--- config.mk ---
export PLATFORM = sky130hd
export DESIGN_NAME = flash_pe_sequencer
export DESIGN_NICKNAME = d
export VERILOG_FILES = /design/src/rtl/fseq_pkg.sv /design/src/rtl/fseq_cmd_step.sv /design/src/rtl/fseq_poll_judge.sv /design/src/rtl/flash_pe_sequencer.sv
export SDC_FILE = /design/constraint.sdc
export NUM_CORES = 1
export LEC_CHECK = 0
export BUFFER_PORTS_ARGS = -buffer_cell sky130_fd_sc_hd__buf_2
export CAP_MARGIN = 30
export CORE_ASPECT_RATIO = 0.5
export CORE_MARGIN = 2
export CORE_UTILIZATION = 38
export CTS_CLUSTER_DIAMETER = 60
export DETAILED_ROUTE_END_ITERATION = 7
export PLACE_DENSITY_LB_ADDON = 0.05
export SLEW_MARGIN = 20
export SYNTH_ARGS = -nofsm -noshare
export SYNTH_HDL_FRONTEND = slang
export SYNTH_SLANG_ARGS = --single-unit
--- constraint.sdc ---
create_clock -name clk -period 3.7 [get_ports clk]
set_clock_uncertainty 0.2 [all_clocks]
set_input_delay 0.74 -clock clk [delete_from_list [all_inputs] [get_ports clk]]
set_output_delay 0.74 -clock clk [all_outputs]
set_load 0.02 [all_outputs]
--- src/rtl/fseq_pkg.sv ---
package fseq_pkg;
  typedef enum logic [2:0] {
    ST_IDLE, ST_WSET, ST_WLOW, ST_WHIGH, ST_RSET, ST_RLOW
  } fseq_state_t;

  localparam logic [1:0]  OP_PROG   = 2'b00;
  localparam logic [1:0]  OP_SECTOR = 2'b01;
  localparam logic [14:0] UNLOCK_A  = 15'h5555;
  localparam logic [14:0] UNLOCK_B  = 15'h2AAA;
endpackage

--- src/rtl/fseq_cmd_step.sv ---
module fseq_cmd_step
  import fseq_pkg::*;
#(
  parameter int AW = 18
) (
  input  logic [1:0]    op,
  input  logic [2:0]    step,
  input  logic [AW-1:0] tgt_addr,
  input  logic [7:0]    tgt_data,
  output logic [AW-1:0] wr_addr,
  output logic [7:0]    wr_data,
  output logic [2:0]    n_steps
);
  localparam logic [AW-1:0] ADR_A = AW'(UNLOCK_A);
  localparam logic [AW-1:0] ADR_B = AW'(UNLOCK_B);

  logic is_erase;
  assign is_erase = (op != OP_PROG);
  assign n_steps  = is_erase ? 3'd6 : 3'd4;

  always_comb begin
    case (step)
      3'd0: begin wr_addr = ADR_A; wr_data = 8'hAA; end
      3'd1: begin wr_addr = ADR_B; wr_data = 8'h55; end
      3'd2: begin wr_addr = ADR_A; wr_data = is_erase ? 8'h80 : 8'hA0; end
      3'd3: begin
        wr_addr = is_erase ? ADR_A : tgt_addr;
        wr_data = is_erase ? 8'hAA : tgt_data;
      end
      3'd4: begin wr_addr = ADR_B; wr_data = 8'h55; end
      default: begin
        wr_addr = op[1] ? ADR_A : tgt_addr;
        wr_data = op[1] ? 8'h10 : 8'h30;
      end
    endcase
  end
endmodule

--- src/rtl/fseq_poll_judge.sv ---
module fseq_poll_judge (
  input  logic [7:0] rd_byte,
  input  logic [7:0] prev_byte,
  input  logic       have_prev,
  input  logic       toggle_mode,
  input  logic       want7,
  output logic       finished
);
  always_comb begin
    if (toggle_mode) finished = have_prev && (rd_byte[6] == prev_byte[6]);
    else             finished = (rd_byte[7] == want7);
  end
endmodule

--- src/rtl/flash_pe_sequencer.sv ---
module flash_pe_sequencer
  import fseq_pkg::*;
#(
  parameter int AW       = 18,
  parameter int T_AS     = 1,
  parameter int T_WP     = 12,
  parameter int T_WPH    = 12,
  parameter int T_OEH    = 19,
  parameter int T_RD     = 7,
  parameter int TO_PROG  = 6250,
  parameter int TO_ERASE = 1250000000
) (
  input  logic          clk,
  input  logic          rst,
  input  logic          req_valid,
  input  logic [1:0]    req_op,
  input  logic [AW-1:0] req_addr,
  input  logic [7:0]    req_data,
  input  logic          req_toggle,
  output logic          req_ack,
  output logic          op_done,
  output logic          op_timeout,
  output logic          fl_ce_n,
  output logic          fl_oe_n,
  output logic          fl_we_n,
  output logic [AW-1:0] fl_addr,
  output logic [7:0]    fl_dq_out,
  output logic          fl_dq_oe,
  input  logic [7:0]    fl_dq_in
);
  localparam int TMAX_A = (T_AS > T_WP) ? T_AS : T_WP;
  localparam int TMAX_B = (T_WPH > T_OEH) ? T_WPH : T_OEH;
  localparam int TMAX_C = (TMAX_A > TMAX_B) ? TMAX_A : TMAX_B;
  localparam int TMAX   = (TMAX_C > T_RD) ? TMAX_C : T_RD;
  localparam int CW     = $clog2(TMAX + 1);
  localparam int TOMAX  = (TO_ERASE > TO_PROG) ? TO_ERASE : TO_PROG;
  localparam int TW     = $clog2(TOMAX + 1);

  fseq_state_t   st;
  logic [CW-1:0] cnt;
  logic [2:0]    step_q;
  logic [1:0]    op_q;
  logic [AW-1:0] addr_q;
  logic [7:0]    data_q;
  logic          tog_q;
  logic [7:0]    prev_q;
  logic          have_prev_q;
  logic [TW-1:0] tmo_q;

  logic [1:0]    lut_op;
  logic [2:0]    lut_step;
  logic [AW-1:0] lut_addr;
  logic [7:0]    lut_data;
  logic [2:0]    lut_len;
  logic          fin;
  logic          want7;
  logic [TW-1:0] lim;
  logic          last_step, hit, expire, polling;

  assign lut_op   = (st == ST_IDLE) ? req_op : op_q;
  assign lut_step = (st == ST_IDLE) ? 3'd0 : step_q + 3'd1;

  fseq_cmd_step #(.AW(AW)) u_step (
    .op(lut_op), .step(lut_step), .tgt_addr(addr_q), .tgt_data(data_q),
    .wr_addr(lut_addr), .wr_data(lut_data), .n_steps(lut_len)
  );

  assign want7 = (op_q == OP_PROG) ? data_q[7] : 1'b1;

  fseq_poll_judge u_judge (
    .rd_byte(fl_dq_in), .prev_byte(prev_q), .have_prev(have_prev_q),
    .toggle_mode(tog_q), .want7(want7), .finished(fin)
  );

  assign lim       = (op_q == OP_PROG) ? TW'(TO_PROG) : TW'(TO_ERASE);
  assign last_step = (step_q == lut_len - 3'd1);
  assign polling   = (st == ST_RSET) || (st == ST_RLOW);
  assign hit       = (st == ST_RLOW) && (cnt == '0) && fin;
  assign expire    = polling && !hit && (tmo_q == lim - TW'(1));

  always_ff @(posedge clk) begin
    if (rst) begin
      st <= ST_IDLE; cnt <= '0; step_q <= '0; op_q <= '0;
      addr_q <= '0; data_q <= '0; tog_q <= 1'b0;
      prev_q <= '0; have_prev_q <= 1'b0; tmo_q <= '0;
      req_ack <= 1'b0; op_done <= 1'b0; op_timeout <= 1'b0;
      fl_ce_n <= 1'b1; fl_oe_n <= 1'b1; fl_we_n <= 1'b1;
      fl_addr <= '0; fl_dq_out <= '0; fl_dq_oe <= 1'b0;
    end else begin
      req_ack    <= 1'b0;
      op_done    <= 1'b0;
      op_timeout <= 1'b0;
      case (st)
        ST_IDLE: if (req_valid) begin
          op_q <= req_op; addr_q <= req_addr; data_q <= req_data;
          tog_q <= req_toggle; step_q <= '0; req_ack <= 1'b1;
          cnt <= CW'(T_AS - 1); st <= ST_WSET; fl_ce_n <= 1'b0;
          fl_addr <= lut_addr; fl_dq_out <= lut_data; fl_dq_oe <= 1'b1;
        end
        ST_WSET: if (cnt == '0) begin
          st <= ST_WLOW; cnt <= CW'(T_WP - 1); fl_we_n <= 1'b0;
        end else cnt <= cnt - CW'(1);
        ST_WLOW: if (cnt == '0) begin
          st <= ST_WHIGH; cnt <= CW'(T_WPH - 1); fl_we_n <= 1'b1;
        end else cnt <= cnt - CW'(1);
        ST_WHIGH: if (cnt != '0) cnt <= cnt - CW'(1);
        else if (last_step) begin
          st <= ST_RSET; cnt <= CW'(T_OEH - 1); fl_dq_oe <= 1'b0;
          fl_addr <= addr_q; tmo_q <= '0; have_prev_q <= 1'b0;
        end else begin
          step_q <= step_q + 3'd1; st <= ST_WSET; cnt <= CW'(T_AS - 1);
          fl_addr <= lut_addr; fl_dq_out <= lut_data;
        end
        ST_RSET: begin
          tmo_q <= tmo_q + TW'(1);
          if (cnt == '0) begin
            st <= ST_RLOW; cnt <= CW'(T_RD - 1); fl_oe_n <= 1'b0;
          end else cnt <= cnt - CW'(1);
        end
        ST_RLOW: begin
          tmo_q <= tmo_q + TW'(1);
          if (cnt != '0) cnt <= cnt - CW'(1);
          else begin
            fl_oe_n <= 1'b1; prev_q <= fl_dq_in; have_prev_q <= 1'b1;
            st <= ST_RSET; cnt <= CW'(T_OEH - 1);
          end
        end
        default: st <= ST_IDLE;
      endcase
      if (hit || expire) begin
        st <= ST_IDLE; fl_ce_n <= 1'b1; fl_oe_n <= 1'b1;
        op_done <= hit; op_timeout <= expire;
      end
    end
  end

  // output enable stays high during any write strobe
  a_r5_oe_high_in_write: assert property (@(posedge clk) disable iff (rst)
    !fl_we_n |-> fl_oe_n);
  // strobe only with the chip selected
  a_r5_we_needs_ce: assert property (@(posedge clk) disable iff (rst)
    !fl_we_n |-> !fl_ce_n);
  // address and data hold still while the strobe is low
  a_r5_stable_strobe: assert property (@(posedge clk) disable iff (rst)
    (!fl_we_n && $past(!fl_we_n)) |-> ($stable(fl_addr) && $stable(fl_dq_out)));
  // no bus drive while the flash may be driving
  a_r6_bus_released: assert property (@(posedge clk) disable iff (rst)
    !fl_oe_n |-> !fl_dq_oe);
  // acknowledge is a single pulse issued from idle
  a_r10_ack_pulse: assert property (@(posedge clk) disable iff (rst)
    req_ack |=> !req_ack);
  a_r10_ack_from_idle: assert property (@(posedge clk) disable iff (rst)
    req_ack |-> $past(fl_ce_n));
  // completion flags exclusive, single cycle, bus idle
  a_r11_exclusive: assert property (@(posedge clk) disable iff (rst)
    !(op_done && op_timeout));
  a_r11_done_pulse: assert property (@(posedge clk) disable iff (rst)
    (op_done || op_timeout) |=> (!op_done && !op_timeout));
  a_r11_idle_bus: assert property (@(posedge clk) disable iff (rst)
    (op_done || op_timeout) |-> (fl_ce_n && fl_oe_n && !fl_dq_oe));
endmodule

==> flow_metrics.tcl <==
set metrics [dict create \
    critPathCaptureType "flip-flop" \
    grt_pass1_wl_um 21100 \
    powerDensity_nw_per_um2 683 \
    die-area_um2 13500 \
    tightest_slew_ns 0.837 \
    routedWlPerCell_um 15.2 \
    holdPathStages 1 \
    synth.top_cell.area_share_pct 44.5 \
    synth.net_count 646 \
    clkLatencyLatePin_ns 0.36 \
    hp-start "fl_ce_n" \
    cts_made_buffers 9 \
    cp_num_buf_inv 1 \
    critPathTopFamily "multiplexers" \
    grt.total_usage_pct 19.4 \
    reg2reg_depth 7 \
    crit_required_ns 3.79 \
    viasPerCell 5.33 \
    ant_nets 0 \
    max-slew-margin-rel_pct 43.8 \
    drt-total-wl_um 12700 \
    holdWs_ns 0.253 \
    antenna_found_initial 0 \
    swShare_pct 38.4 \
    register_area_um2 2120 \
    worst-r2r-setup-slack_ns 0.70 \
    cts_resized 0 \
    num_io_pins 73 \
    path_clk_slew_ns 0.07 \
    synth-edff-count 0 \
    irDropWorstVdd_uv 275 \
    rsz0062_at_grt "no" \
    setup_ws_ns 0.701 \
    synth_area_um2 4760 \
    critPathMaxFanout 35 \
    nets 708 \
    seq_area_frac_synth_pct 44.5 \
    ctsHoldBuffers 0 \
    critPathLaunchType "flip-flop" \
    post-route-drc-count 0 \
    seq_power_share_pct 40.1 \
    finalSetupViolCount 0 \
    syn_to_final_growth_pct 17.5 \
    path_class "flip-flop to flip-flop" \
    multi_input_area_um2 2460 \
    fin_crit_sh_pct 81.0 \
    cap_violations 0 \
    syn_inst 603 \
    period_minus_slack_ns 3.00 \
    ys_warn_count 0 \
    slowest_delay_ns 0.53 \
    die_w_um 162 \
    pwr-share-clk_pct 24.4 \
    cp_data_arrival_time_ns 3.09 \
    synth.largest_area_cell "dfxtp_1" \
    synthTopCellsByArea "dfxtp_1, a21oi_1, nand2_1" \
    grt_overflow 0 \
    slowest_stage "or4_1" \
    min_to "fl_ce_n" \
    crit-reg2reg-launch "st[1]" \
    num-fill-cells 1237 \
    setup_tns_ns 0 \
    cts_root_buffer "clkbuf_16" \
    synth-main-ff-cell "dfxtp_1" \
    die_h_um 83.2 \
    cts_num_sinks 106 \
    dp_slack_ns 0.586 \
    io_buffers 66 \
    netSwitchingPower_w 0.00147 \
    synth_seq_cells 106 \
    maxSlewViolCount 0 \
    drive_above_1_share_pct 16.3 \
    p_int_w 0.00236 \
    max_freq_ghz 0.333 \
    vias 4452 \
    yosysUniqueCellTypes 49 \
    start_util_pct 39.7 \
    avgSynthCellArea_um2 7.90 \
    antennaDiodeCount 0 \
    r2r-end "tmo_q[27]" \
    row_count 28 \
    p_comb_share_pct 35.4 \
    critical_path.cell_chain "nor3_4 > mux2i_1 > mux2i_2 > a31oi_2 > buf_4 > or4_1 > a21oi_1" \
    core_um2 12000 \
    grt_pass1_vias 4090 \
    cts_setup_buffers 0 \
    h-tree-depth 3 \
    grt_max_degree 36 \
    outcome "complete, no violations" \
    leakagePower_nw 2.04 \
    hold_class "flip-flop to flip-flop" \
    synthArstFlopShare_pct 0 \
    hpwl_um 8820 \
    firstDrtPassIters 4 \
    gp_congestion 0.786 \
    initialDrtViolationCount 326 \
    hold_violations 0 \
    clockBufferDepth 2 \
    cts_tree "built" \
]
[Yosys cell counts (2+ instances only)]
cell	number
a211o_1	2
xor2_1	3
nor3_1	15
mux2i_1	2
inv_1	15
buf_2	3
nand2b_1	7
or4_1	22
a31oi_1	4
nor2_1	41
xnor2_1	6
a2111oi_0	2
a21oi_1	80
and2_0	2
and3_1	6
o21ai_0	37
nand2_1	106
clkbuf_1	27
o31ai_1	16
nand3_1	21
a21o_1	4
a22oi_1	2
or2_2	5
dfxtp_1	106
o211ai_1	2
or3_1	15
nor4_1	7
ha_1	3
nand4_1	9
a211oi_1	13
and2_1	2
[logic make-up after synthesis]
group,synth area share (%)
AND/OR/NAND/NOR,27.1
XOR/XNOR,1.65
multiplexers,1.02
flip-flops,44.5
AO/OA/AOI/OAI,20.9
buffers and inverters,3.94
adder cells (fa/ha/maj),0.788
[state kept, by name, summed over array words and instances (netlist names), 2 cells and up]
name and cells:
tmo_q 31, addr_q 18, fl_addr 18, data_q 8, fl_dq_out 8, cnt 5, st 3, step_q 3
op_q 2
[power by group through the flow]
stage               combinational [W]  sequential [W]  clock (W)
floorplan                    0.000810         0.00166          0
global placement              0.00135         0.00156          0
detailed placement            0.00136         0.00156          0
CTS                           0.00137         0.00153   0.000974
global route                  0.00153         0.00156    0.00102
finish                        0.00135         0.00153   0.000934
[worst register-to-register path, cell delays in order, from the launching register on]
cell and delay, ns:
dfxtp_1 0.46, nor3_4 0.22, mux2i_1 0.46, mux2i_2 0.49
a31oi_2 0.15, buf_4 0.27, or4_1 0.54, a21oi_1 0.15
[cell usage in the layout (no fill, tap or decap), types with 16 or more instances in the layout]
cell	netlist	layout
o21ai_0	37	37
nand2_1	106	106
nor2_1	41	41
nand3_1	21	21
or4_1	22	22
a21oi_1	80	80
o31ai_1	16	16
buf_2	3	66
dfxtp_1	106	106
buf_4	0	16
[stage by stage]
| step | total power (W) | instances | instance area (µm²) | util, % |
|---|---|---|---|---|
| 2_1_floorplan | 0.00247 | 603 | 4760 | - |
| 4_1_cts | 0.00387 | 835 | 5600 | 46.6 |
| 6_report | 0.00382 | 835 | 5600 | 46.6 |
| 3_3_place_gp | 0.00290 | 818 | 5300 | 44.1 |
| 5_1_grt | 0.00411 | 835 | 5600 | 46.6 |
| 3_5_place_dp | 0.00292 | 819 | 5310 | 44.2 |
[metal layers]
metal,GRT usage [%],vias to the layer above,share of wire (%)
met5,0,-,0
met4,3.86,0,0.56
met3,4.65,5,5.0
met2,29.4,87,43
met1,28.0,2063,51
li1,-,2297,-
[area by class of cell]
class	instances	share of cell area (%)
inverters	15	1.01
clock inverters	6	0.894
repair buffers	83	8.31
multi-input cells	450	43.9
clock buffers	10	4.27
flip-flops and latches	106	37.9
well taps	165	3.69
[worst max path at each step]
| stage | slack [ns] | from | cells past startpoint | to |
|---|---|---|---|---|
| final | 0.70 | st[1] | 7 | tmo_q[27] |
| after global routing | 0.43 | st[1] | 7 | tmo_q[17] |
| after CTS | 0.72 | st[1] | 7 | tmo_q[25] |
| after detailed placement | 0.59 | req_op[0] | 8 | tmo_q[25] |
| after global placement | 0.62 | req_op[0] | 8 | tmo_q[25] |
| after floorplan | 1.05 | st[0] | 8 | tmo_q[23] |
(Power assumes the default switching activity.)
